$ cat config.mk
export PLATFORM = sky130hd
export DESIGN_NAME = irq_vec_unit
export DESIGN_NICKNAME = d
export VERILOG_FILES = /design/src/rtl/irqv_pkg.sv /design/src/rtl/irqv_status.sv /design/src/rtl/irqv_vector.sv /design/src/rtl/irqv_router.sv /design/src/rtl/irq_vec_unit.sv
export SDC_FILE = /design/constraint.sdc
export NUM_CORES = 1
export LEC_CHECK = 0
export CAP_MARGIN = 20
export CORE_UTILIZATION = 45
export CTS_CLUSTER_SIZE = 16
export DETAILED_ROUTE_END_ITERATION = 8
export PLACE_DENSITY = 0.82
export SLEW_MARGIN = 20
export SYNTH_ARGS = -nofsm -noshare
export SYNTH_HDL_FRONTEND = slang
export SYNTH_HIERARCHICAL = 1
export SYNTH_SLANG_ARGS = --single-unit
$ cat constraint.sdc
create_clock -name clk_i -period 2.5 [get_ports clk_i]
set_input_delay 0.25 -clock clk_i [delete_from_list [all_inputs] [get_ports clk_i]]
set_output_delay 0.25 -clock clk_i [all_outputs]
set_load 0.01 [all_outputs]
$ cat src/rtl/irqv_pkg.sv
package irqv_pkg;
  localparam int unsigned NUM_IN   = 7;
  localparam int unsigned NUM_VEC  = 6;
  localparam int unsigned DATA_W   = 64;
  localparam int unsigned SRV_W    = 16;
  localparam int unsigned PRIO_W   = 8;
  localparam int unsigned SRC_W    = 3;
  localparam int unsigned LINK_W   = 2;
  localparam int unsigned IDX_W    = 3;
  localparam int unsigned ADDR_W   = 3;
  // register field layout
  localparam int unsigned SRV_LSB  = 40;
  localparam int unsigned PRIO_LSB = 32;
  localparam int unsigned SRC_LSB  = 29;
  localparam int unsigned PEND_BIT = 24;
  // status layout
  localparam int unsigned SHARED_A_BIT = 47;
  localparam int unsigned SHARED_B_BIT = 46;
  localparam int unsigned STAT_HI_BIT  = 36;
  localparam int unsigned ADDR_SHARED  = 6;
  localparam int unsigned ADDR_STAT    = 7;

  typedef struct packed {
    logic [SRV_W-1:0]  srv;
    logic [PRIO_W-1:0] prio;
    logic [SRC_W-1:0]  src;
  } vec_cfg_t;
endpackage

$ cat src/rtl/irqv_status.sv
module irqv_status
  import irqv_pkg::*;
(
  input  logic               clk_i,
  input  logic               rst_ni,
  input  logic               evt_valid_i,
  input  logic [IDX_W-1:0]   evt_idx_i,
  input  logic               evt_level_i,
  output logic [NUM_IN-1:0]  stat_o,
  output logic [NUM_VEC-1:0] lvl_o,
  output logic [NUM_VEC-1:0] lvl_nxt_o,
  output logic [NUM_VEC-1:0] hit_o,
  output logic               err_o
);
  logic [NUM_IN-1:0] stat_q, stat_d;
  logic              idx_ok;
  logic              err_q;

  assign idx_ok = evt_idx_i < IDX_W'(NUM_IN);

  always_comb begin
    stat_d = stat_q;
    if (evt_valid_i && idx_ok) stat_d[evt_idx_i] = evt_level_i;
  end

  always_ff @(posedge clk_i or negedge rst_ni) begin
    if (!rst_ni) begin
      stat_q <= '0;
      err_q  <= 1'b0;
    end else begin
      stat_q <= stat_d;
      err_q  <= evt_valid_i && !idx_ok;
    end
  end

  // inputs 0 and 1 merge onto vector 0
  for (genvar v = 0; v < NUM_VEC; v++) begin : g_vec
    if (v == 0) begin : g_shared
      assign lvl_o[v]     = stat_q[0] | stat_q[1];
      assign lvl_nxt_o[v] = stat_d[0] | stat_d[1];
      assign hit_o[v]     = evt_valid_i && (evt_idx_i <= IDX_W'(1));
    end else begin : g_single
      assign lvl_o[v]     = stat_q[v+1];
      assign lvl_nxt_o[v] = stat_d[v+1];
      assign hit_o[v]     = evt_valid_i && (evt_idx_i == IDX_W'(v + 1));
    end
  end

  assign stat_o = stat_q;
  assign err_o  = err_q;

  AST_BAD_IDX_KEEP: assert property (@(posedge clk_i) disable iff (!rst_ni)
    (evt_valid_i && !idx_ok) |=> $stable(stat_q));
  AST_ERR_PULSE: assert property (@(posedge clk_i) disable iff (!rst_ni)
    (evt_valid_i && !idx_ok) |=> err_o);
  AST_ERR_CAUSE: assert property (@(posedge clk_i) disable iff (!rst_ni)
    (evt_valid_i && idx_ok) |=> !err_o);
endmodule

$ cat src/rtl/irqv_vector.sv
module irqv_vector
  import irqv_pkg::*;
#(
  parameter int unsigned IDX = 0
) (
  input  logic     clk_i,
  input  logic     rst_ni,
  input  logic     wr_en_i,
  input  vec_cfg_t wr_cfg_i,
  input  logic     hit_i,
  input  logic     lvl_nxt_i,
  output vec_cfg_t cfg_o,
  output logic     pend_o
);
  vec_cfg_t cfg_q, cfg_d;
  logic     pend_q, pend_d;
  logic     wr_ok, masked_d;

  assign wr_ok    = wr_en_i && (wr_cfg_i.src < SRC_W'(NUM_VEC));
  assign cfg_d    = wr_ok ? wr_cfg_i : cfg_q;
  assign masked_d = &cfg_d.prio;

  always_comb begin
    if (hit_i)         pend_d = lvl_nxt_i & ~masked_d;
    else if (masked_d) pend_d = 1'b0;
    else               pend_d = pend_q;
  end

  always_ff @(posedge clk_i or negedge rst_ni) begin
    if (!rst_ni) begin
      cfg_q.srv  <= '0;
      cfg_q.prio <= '1;
      cfg_q.src  <= SRC_W'(IDX);
      pend_q     <= 1'b0;
    end else begin
      cfg_q  <= cfg_d;
      pend_q <= pend_d;
    end
  end

  assign cfg_o  = cfg_q;
  assign pend_o = pend_q;

  AST_MASK_NO_PEND: assert property (@(posedge clk_i) disable iff (!rst_ni)
    (&cfg_q.prio) |-> !pend_q);
  AST_SRC_RANGE: assert property (@(posedge clk_i) disable iff (!rst_ni)
    cfg_q.src < SRC_W'(NUM_VEC));
  AST_PEND_HOLD: assert property (@(posedge clk_i) disable iff (!rst_ni)
    (!hit_i && !wr_en_i) |=> $stable(pend_q));
  AST_REJECT_KEEP: assert property (@(posedge clk_i) disable iff (!rst_ni)
    (wr_en_i && wr_cfg_i.src >= SRC_W'(NUM_VEC)) |=> $stable(cfg_q));
endmodule

$ cat src/rtl/irqv_router.sv
module irqv_router
  import irqv_pkg::*;
#(
  parameter int unsigned NUM_LINES = 8
) (
  input  logic [NUM_VEC-1:0][SRC_W-1:0] src_i,
  input  logic [NUM_VEC-1:0]            lvl_i,
  output logic [NUM_LINES-1:0]          line_o
);
  always_comb begin
    line_o = '0;
    for (int v = 0; v < NUM_VEC; v++) begin
      if (lvl_i[v]) line_o[src_i[v]] = 1'b1;
    end
  end
endmodule

$ cat src/rtl/irq_vec_unit.sv
module irq_vec_unit
  import irqv_pkg::*;
#(
  parameter int unsigned NUM_LINES = 1 << SRC_W,
  localparam int unsigned SRV_OUT_W = SRV_W - LINK_W
) (
  input  logic                         clk_i,
  input  logic                         rst_ni,
  input  logic                         evt_valid_i,
  input  logic [IDX_W-1:0]             evt_idx_i,
  input  logic                         evt_level_i,
  input  logic                         wr_en_i,
  input  logic [ADDR_W-1:0]            addr_i,
  input  logic [DATA_W-1:0]            wdata_i,
  output logic [DATA_W-1:0]            rdata_o,
  output logic [NUM_LINES-1:0]         line_o,
  output logic                         err_o,
  output logic [NUM_VEC*SRV_OUT_W-1:0] srv_o,
  output logic [NUM_VEC*PRIO_W-1:0]    prio_o
);
  logic [NUM_IN-1:0]             stat;
  logic [NUM_VEC-1:0]            lvl, lvl_nxt, hit, pend;
  logic [NUM_VEC-1:0][SRC_W-1:0] src_vec;
  vec_cfg_t                      cfg [NUM_VEC];
  vec_cfg_t                      wr_cfg;
  logic                          unused_wdata;

  assign wr_cfg.srv   = wdata_i[SRV_LSB +: SRV_W];
  assign wr_cfg.prio  = wdata_i[PRIO_LSB +: PRIO_W];
  assign wr_cfg.src   = wdata_i[SRC_LSB +: SRC_W];
  assign unused_wdata = ^{wdata_i[DATA_W-1:SRV_LSB+SRV_W], wdata_i[SRC_LSB-1:0]};

  irqv_status u_status (
    .clk_i       (clk_i),
    .rst_ni      (rst_ni),
    .evt_valid_i (evt_valid_i),
    .evt_idx_i   (evt_idx_i),
    .evt_level_i (evt_level_i),
    .stat_o      (stat),
    .lvl_o       (lvl),
    .lvl_nxt_o   (lvl_nxt),
    .hit_o       (hit),
    .err_o       (err_o)
  );

  for (genvar v = 0; v < NUM_VEC; v++) begin : g_vec
    irqv_vector #(.IDX(v)) u_vec (
      .clk_i     (clk_i),
      .rst_ni    (rst_ni),
      .wr_en_i   (wr_en_i && (addr_i == ADDR_W'(v))),
      .wr_cfg_i  (wr_cfg),
      .hit_i     (hit[v]),
      .lvl_nxt_i (lvl_nxt[v]),
      .cfg_o     (cfg[v]),
      .pend_o    (pend[v])
    );
    assign src_vec[v]                      = cfg[v].src;
    assign srv_o[v*SRV_OUT_W +: SRV_OUT_W] = cfg[v].srv[SRV_W-1:LINK_W];
    assign prio_o[v*PRIO_W +: PRIO_W]      = cfg[v].prio;
  end

  irqv_router #(.NUM_LINES(NUM_LINES)) u_router (
    .src_i  (src_vec),
    .lvl_i  (lvl),
    .line_o (line_o)
  );

  always_comb begin
    rdata_o = '0;
    if (addr_i < ADDR_W'(NUM_VEC)) begin
      for (int v = 0; v < NUM_VEC; v++) begin
        if (addr_i == ADDR_W'(v)) begin
          rdata_o[SRV_LSB +: SRV_W]   = cfg[v].srv;
          rdata_o[PRIO_LSB +: PRIO_W] = cfg[v].prio;
          rdata_o[SRC_LSB +: SRC_W]   = cfg[v].src;
          rdata_o[PEND_BIT]           = pend[v];
        end
      end
    end else if (addr_i == ADDR_W'(ADDR_SHARED)) begin
      rdata_o[SHARED_A_BIT] = stat[0];
      rdata_o[SHARED_B_BIT] = stat[1];
    end else begin
      for (int k = 2; k < NUM_IN; k++) rdata_o[STAT_HI_BIT + 2 - k] = stat[k];
    end
  end

  AST_SHARED_LINE: assert property (@(posedge clk_i) disable iff (!rst_ni)
    (stat[0] | stat[1]) |-> line_o[cfg[0].src]);
  AST_LINE_SOURCE: assert property (@(posedge clk_i) disable iff (!rst_ni)
    (lvl == '0) |-> (line_o == '0));
endmodule

==> results of run 1 <==
cells in the mapped netlist (all sizes together):
master and count:
o21a 5, and4bb 3, and4 2, inv 11, o2bb2ai 20, mux2i 39
nand3 12, a32oi 14, and3 1, nor2 45, a21boi 11, nand3b 5
a21oi 9, dfstp 55, mux4 2, nand2 10, buf 81, nand4b 3
a22oi 6, nor4b 2, conb 1, nand2b 3, clkbuf 5, mux2 178
or2 2, a31oi 1, a211oi 6, nor2b 28, a221o 20, a2bb2oi 2
o22ai 7, and3b 1, or3b 1, nand4 30, dfrtp 121, nor3b 1
a221oi 1, nor3 6, and2 6, o211ai 5
report_power, final:
group / total [mW] / switching [mW] / internal, mW
registers: 4.47 / 0.764 / 3.71
logic: 3.60 / 1.46 / 2.14
clock network: 2.51 / 1.11 / 1.40
repair_timing:
action	CTS	global route
setup endpoints to repair	13	8
hold endpoints to repair	38	0
resized for setup	1	8
hold buffers	1	0
worst max-delay path: stages (launching register included):
cell and delay [ns]:
sky130_fd_sc_hd__dfrtp_1 0.47, sky130_fd_sc_hd__nor2_1 0.16, sky130_fd_sc_hd__inv_1 0.08, sky130_fd_sc_hd__nor2b_2 0.18
sky130_fd_sc_hd__a22oi_1 0.20, sky130_fd_sc_hd__nand3_1 0.10, sky130_fd_sc_hd__clkdlybuf4s50_1 0.50
layout make-up:
class,instances,area [sq um],share of cell area [%]
timing repair buffer,245,2550,20.3
inverter,11,41.3,0.329
tap,275,344,2.74
clock buffer,22,485,3.87
multi-input combinational,523,4580,36.5
sequential,176,4470,35.6
clock inverter,10,71.3,0.568
antenna,1,2.50,0.0199
state kept, by name, indices dropped and copies added (netlist names):
name                count
g_vec.u_vec/pend_o      6
u_status/err_o          1
g_vec.u_vec/cfg_o     162
u_status/stat_o         7
cell families after synthesis:
family          after synthesis
simple gates                161
mux                         219
flops                       176
other cells                   1
compound gates              107
buf+inv                      97
worst paths after layout:
kind / start / end / slack, ns
worst max register to register: u_status/stat_o[5] / g_vec[4].u_vec/pend_o / 1.29
min in group clk_i: addr_i[2] / g_vec[4].u_vec/cfg_o[2] / 0.44
max in group asynchronous: rst_ni / g_vec[5].u_vec/cfg_o[18] / 1.48
worst min register to register: g_vec[0].u_vec/cfg_o[12] / g_vec[0].u_vec/cfg_o[12] / 0.51
worst min-delay path: rst_ni / g_vec[5].u_vec/cfg_o[23] / 0.31
worst max-delay path: u_status/stat_o[0] / line_o[4] / 0.13
layer usage:
metal | share of wire (%) | wire, microns | GRT usage [%] | up-vias
met4 | 2.5 | 678 | 8.09 | 0
li1 | - | - | - | 3204
met3 | 7.6 | 2070 | 6.93 | 53
met2 | 49 | 13400 | 41.1 | 323
met1 | 41 | 11300 | 32.1 | 3732
met5 | 0 | 0 | 0 | -
stage by stage:
stage / utilization (%) / hold WS, ns / power, mW / cells / TNS [ns]
finish: 59.7 / 0.311 / 10.6 / 1263 / 0
global route: 59.7 / 0.334 / 11.1 / 1263 / 0
CTS: 59.6 / 0.313 / 10.6 / 1262 / 0
detailed placement: 56.9 / 0.201 / 8.09 / 1229 / -1.21
global placement: 56.9 / 0.191 / 7.99 / 1229 / -0.564
floorplan: - / -0.0456 / 6.09 / 796 / 0
==> flow_summary_export.csv, run 1 <==
group,metric,value,unit
drt,vias_per_cell,5.79,
setup_path,timing.critical_path.required,2.25,ns
floorplanning,design.die.area,22000,sq um
placement,finalWeightedCongestion,0.854,
global_routing,grt-ovfl-total,0,
global_routing,grt_first_pass_wirelength,42000,microns
global_routing,maximum_number_of_pins_on_one_net_before_global_route_repair,59,
placement,dpl-instance-area,12000,sq um
timing,finalHoldViolations,0,
cells_and_area,finish.net_count,1049,
timing,grt_setup_unrepaired,"no",
cts,post_cts_buffers,0,
cts,worst_skew_pair_later_pin_latency,0.42,ns
cts,cts.root.buffer_cell,"sky130_fd_sc_hd__clkbuf_16",
floorplanning,rows,53,
timing,layout_setup_ws,0.133,ns
logic_synthesis,synth_top_area_share,31.4,%
cts,cts-htree-levels,4,
global_routing,antenna_found_initial,2,
cells_and_area,most_frequent_cells_in_the_layout,"sky130_fd_sc_hd__clkdlybuf4s50_1, sky130_fd_sc_hd__mux2_2, sky130_fd_sc_hd__dfrtp_1",
run,maxCapViolCount,0,
drt,dr_wl_cell,21.7,microns
logic_synthesis,synth_largest_area_cell,"sky130_fd_sc_hd__dfrtp_1",
global_routing,first_global_vias,7310,
cts,ctsLongestPathBuffers,2,
logic_synthesis,seq_area_frac_synth,46.4,%
cells_and_area,layout-area-overhead-vs-synth,30.3,%
logic_synthesis,synth_xor_xnor_area_share,0,%
floorplanning,design.core.area,21000,sq um
logic_synthesis,synth_area_leaders,"sky130_fd_sc_hd__dfrtp_1, sky130_fd_sc_hd__mux2_2, sky130_fd_sc_hd__dfstp_2",
timing,finalSetupViolations,0,
timing,tightest_slew,0.586,ns
logic_synthesis,postSynthCellCount,761,
setup_path,timing.critical_path.to_type,"output pin",
placement,hpwl,18900,microns
setup_path,critPathKind,"reg2out",
cells_and_area,filler_cell_count,1657,
logic_synthesis,ys_ff_latch,176,
setup_path,critical_path.startpoint_type,"flop",
logic_synthesis,synth_simple_gate_area_share,9.76,%
timing,maxSlewHeadroom,60.8,%
setup_path,rr_worst_depth,3,
floorplanning,die_w,148,microns
timing,fmax,0.423,GHz
drt,via_count_of_the_routed_design,7312,
timing,final.min_clock_period,2.37,ns
cells_and_area,most_common_cell_after_layout_fill_and_taps_aside,"sky130_fd_sc_hd__clkdlybuf4s50_1",
placement,port_buffers,206,
logic_synthesis,largest_family_of_logic_cells_by_synthesized_area,"multiplexers",
logic_synthesis,netlist-cell-type-count,50,
drt,ant_nets,0,
drt,dr.pass1.iters,5,
cts,cts_inserted_buffers,17,
setup_path,timing.critical_path.fanout_max,4,
global_routing,groute.usage.overall,25.1,%
power,leakage,5.13,nW
cells_and_area,drive_above_1_share,34.2,%
floorplanning,floorplan.initialDensity,45.8,%
timing,finalCritPeriodShare,94.7,%
cells_and_area,layout.cell_area.non_filler,12600,sq um
drt,detail_route.wirelength,27400,microns
floorplanning,io_pins,280,
logic_synthesis,synth_area,9630,sq um
placement,dp_slack,-0.0745,ns
power,vdd_ir_drop_max,0.000632,V
drt,initial_detailed_routing_violation_count,534,
logic_synthesis,postSynthAreaPerCell,12.7,sq um
cts,cts.clk_slew.worst_paths,0.07,ns
power,power_density,843,nW/um^2
logic_synthesis,synthesis.yosys.warnings,6,
timing,final.setup_skew,0.00661,ns
cts,cts_tree,"yes",
drt,post-route-drc-count,0,
logic_synthesis,synth_fa_ha_area_share,0,%
setup_path,crit_arrival,2.12,ns
logic_synthesis,synthMuxAreaShare,26.2,%
outcome,outcome,"completed",
logic_synthesis,compound_gate_fraction_of_synth_area,10.1,%
floorplanning,die_h,148,microns
cts,clock_sink_count,176,
hold_path,hold_path.class,"in2async",
timing,timing_max_transition_violations_final,0,
Power figures use the tool's default switching activity.
==> inputs of run 2 (changes only) <==
ABC_AREA = 1   (was default)
==> run 2 against run 1 <==
Net effect:
- largest power group unchanged
- area after synthesis increased by 5.1%
- sequential share of layout area decreased by 1.2 points
- power decreased by 0.55%
- fmax decreased by 4.1%
- wire length increased by 15%
- clock-buffer cell count decreased by 5
- via count increased by 25%
- global-route usage increased by 2.2 points
- hold slack got worse by 0.0038 ns
- core utilization decreased by 0.58 points
- the flow now finishes with violations (design-rule violations)
- sequential power decreased by 2%
==> flow_summary_export.csv, run 2 <==
group,metric,value,unit
logic_synthesis,ys_ff_latch,176,
cts,ctsLongestPathBuffers,2,
outcome,failed_checks,"design-rule violations",
cts,worst_skew_pair_later_pin_latency,0.44,ns
setup_path,rr_worst_depth,5,
placement,finalWeightedCongestion,0.893,
cells_and_area,layout.cell_area.non_filler,13000,sq um
hold_path,hold_path.class,"in2async",
cts,cts.clk_slew.worst_paths,0.08,ns
logic_synthesis,netlist-cell-type-count,33,
timing,final.min_clock_period,2.47,ns
floorplanning,die_w,152,microns
drt,vias_per_cell,5.62,
timing,finalSetupViolations,0,
drt,initial_detailed_routing_violation_count,801,
logic_synthesis,postSynthAreaPerCell,9.09,sq um
timing,fin_setup_tns,0,ns
global_routing,grt_first_pass_wirelength,48900,microns
placement,place_inst,1588,
setup_path,timing.critical_path.required,2.25,ns
setup_path,timing.critical_path.fanout_max,8,
floorplanning,io_pins,280,
run,maxCapViolCount,0,
power,vdd_ir_drop_max,0.000527,V
timing,finalCritPeriodShare,98.7,%
cells_and_area,finish.net_count,1403,
placement,dpl-instance-area,12300,sq um
floorplanning,design.die.area,23100,sq um
logic_synthesis,synth_area,10100,sq um
cts,cts-htree-levels,4,
floorplanning,die_h,152,microns
cts,cts_tree,"yes",
cts,cts_inserted_buffers,17,
logic_synthesis,postSynth.asyncResetShare,100,%
drt,ant_nets,0,
drt,dr.pass1.iters,8,
cts,clock_sink_count,176,
cells_and_area,number_of_flip_flops_in_the_largest_register,162,
power,design_power_total,10.5,mW
logic_synthesis,postSynthCellCount,1114,
power,power_density,810,nW/um^2
cts,cts.root.buffer_cell,"sky130_fd_sc_hd__clkbuf_16",
logic_synthesis,synth_largest_area_cell,"sky130_fd_sc_hd__dfrtp_1",
floorplanning,design.core.area,22000,sq um
drt,via_count_of_the_routed_design,9108,
logic_synthesis,ys.flop_type,"sky130_fd_sc_hd__dfrtp_1",
cells_and_area,antenna_diode_count,0,
timing,grt_setup_unrepaired,"yes",
cells_and_area,final-instance-count-excl-fill,1621,
cells_and_area,layout-area-overhead-vs-synth,28.2,%
setup_path,timing.critical_path.to_type,"output pin",
global_routing,maximum_number_of_pins_on_one_net_before_global_route_repair,60,
logic_synthesis,synth-edff-count,0,
global_routing,grt-ovfl-total,0,
logic_synthesis,synth_top_area_share,29.9,%
cells_and_area,most_common_cell_after_layout_fill_and_taps_aside,"sky130_fd_sc_hd__nand2_1",
cells_and_area,most_frequent_cells_in_the_layout,"sky130_fd_sc_hd__nand2_1, sky130_fd_sc_hd__clkdlybuf4s50_1, sky130_fd_sc_hd__nor2_1",
drt,dr_wl_cell,19.4,microns
logic_synthesis,synthesis.yosys.warnings,6,
setup_path,crit_arrival,2.22,ns
timing,fmax,0.405,GHz
global_routing,antenna_found_initial,0,
power,leakage,5.94,nW
setup_path,critPathKind,"in2out",
drt,post-route-drc-count,34,
logic_synthesis,yosysMostFrequentCell,"sky130_fd_sc_hd__nand2_1",
logic_synthesis,yosys-top-cells-count,"sky130_fd_sc_hd__nand2_1, sky130_fd_sc_hd__nor2_1, sky130_fd_sc_hd__dfrtp_1",
global_routing,groute.usage.overall,27.3,%
floorplanning,floorplan.initialDensity,46.1,%
placement,hpwl,22700,microns
timing,final.setup_skew,0.0123,ns
timing,timing_max_transition_violations_final,0,
logic_synthesis,synth_area_leaders,"sky130_fd_sc_hd__dfrtp_1, sky130_fd_sc_hd__dfstp_2, sky130_fd_sc_hd__nand2_1",
timing,finalHoldViolations,0,
cells_and_area,drive_above_1_share,24.5,%
outcome,outcome,"finished with violations",
cts,post_cts_buffers,0,
floorplanning,rows,54,
global_routing,first_global_vias,8878,
setup_path,critical_path.startpoint_type,"input pin",
placement,port_buffers,206,
logic_synthesis,seq_area_frac_synth,44.2,%
drt,detail_route.wirelength,31500,microns
## run 2: cell types whose count changed after synthesis, sizes merged, moves of 20 or more
cell | before | now
nor2b | 28 | 0
nand2 | 10 | 277
nand3 | 12 | 125
nand4 | 30 | 75
mux2 | 178 | 102
inv | 11 | 59
a221o | 20 | 0
o2bb2ai | 20 | 0
nor2 | 45 | 171
mux2i | 39 | 6
## run 2: worst paths after layout
path / slack (ns) / from / endpoint
setup / recovery: 0.03 / addr_i[2] / rdata_o[43]
hold / removal: 0.31 / rst_ni / g_vec[5].u_vec/cfg_o[13]
setup reg to reg: 1.26 / g_vec[3].u_vec/cfg_o[9] / g_vec[3].u_vec/pend_o
hold reg to reg: 0.49 / g_vec[0].u_vec/cfg_o[3] / g_vec[0].u_vec/cfg_o[3]
max in group asynchronous: 1.40 / rst_ni / g_vec[2].u_vec/cfg_o[1]
min in group clk_i: 0.49 / g_vec[0].u_vec/cfg_o[3] / g_vec[0].u_vec/cfg_o[3]
## run 2: power by group
part / switching (mW) / total, mW / internal [mW]
Clock: 1.34 / 2.70 / 1.37
Combinational: 1.59 / 3.45 / 1.85
Sequential: 0.726 / 4.37 / 3.65
## run 2: what timing repair did
| action | 4_1_cts | 5_1_grt |
|---|---|---|
| endpoints found under the hold margin | 27 | 0 |
| cloned | 0 | 0 |
| pin swaps | 0 | 0 |
| hold buffers | 1 | 0 |
| endpoints found under the setup margin | 1 | 19 |
| resized for setup | 1 | 5 |
## run 2: layer usage
metal / GRT usage, % / up-vias / part of all wire, %
met4: 13.9 / 0 / 4.6
met1: 34.4 / 4433 / 41
li1: - / 4073 / -
met3: 5.33 / 96 / 8.1
met2: 44.6 / 506 / 47
met5: 0 / - / 0
## run 2: kinds of logic (layout without fill, tap and decap cells)
kind of cell,after synthesis,count (layout),synth area share (%)
other cells,1,36,0.0370
buf+inv,156,348,10.3
mux,108,108,13.0
compound gates,16,16,0.791
simple gates,657,657,31.6
flops,176,176,44.2
## run 2: layout make-up
type,instances,area (sq um)
fillers,1823,8970
multi-input cells,817,4760
flip-flops and latches,176,4470
repair buffers,256,2550
clock buffers,17,425
well taps,280,350
inverters,60,236
clock inverters,15,186
## run 2: metrics by stage
step | util (%) | setup slack (ns) | hold WS, ns
floorplan | - | 0.792 | -0.0456
finish | 59.1 | 0.0318 | 0.307
global placement | 56.2 | 0.0533 | 0.228
global route | 59.1 | -0.0405 | 0.371
detailed placement | 56.2 | -0.00969 | 0.232
CTS | 59.1 | 0.0338 | 0.328
## run 2: worst max-delay path, cell delays in order
cell                              delay, ns
sky130_fd_sc_hd__clkdlybuf4s50_1       0.48
sky130_fd_sc_hd__buf_12                0.18
sky130_fd_sc_hd__nor2_4                0.15
sky130_fd_sc_hd__buf_4                 0.21
sky130_fd_sc_hd__nand3_1               0.09
sky130_fd_sc_hd__nand4_1               0.12
sky130_fd_sc_hd__nor2_1                0.05
sky130_fd_sc_hd__nor2_1                0.12
sky130_fd_sc_hd__clkdlybuf4s50_1       0.56
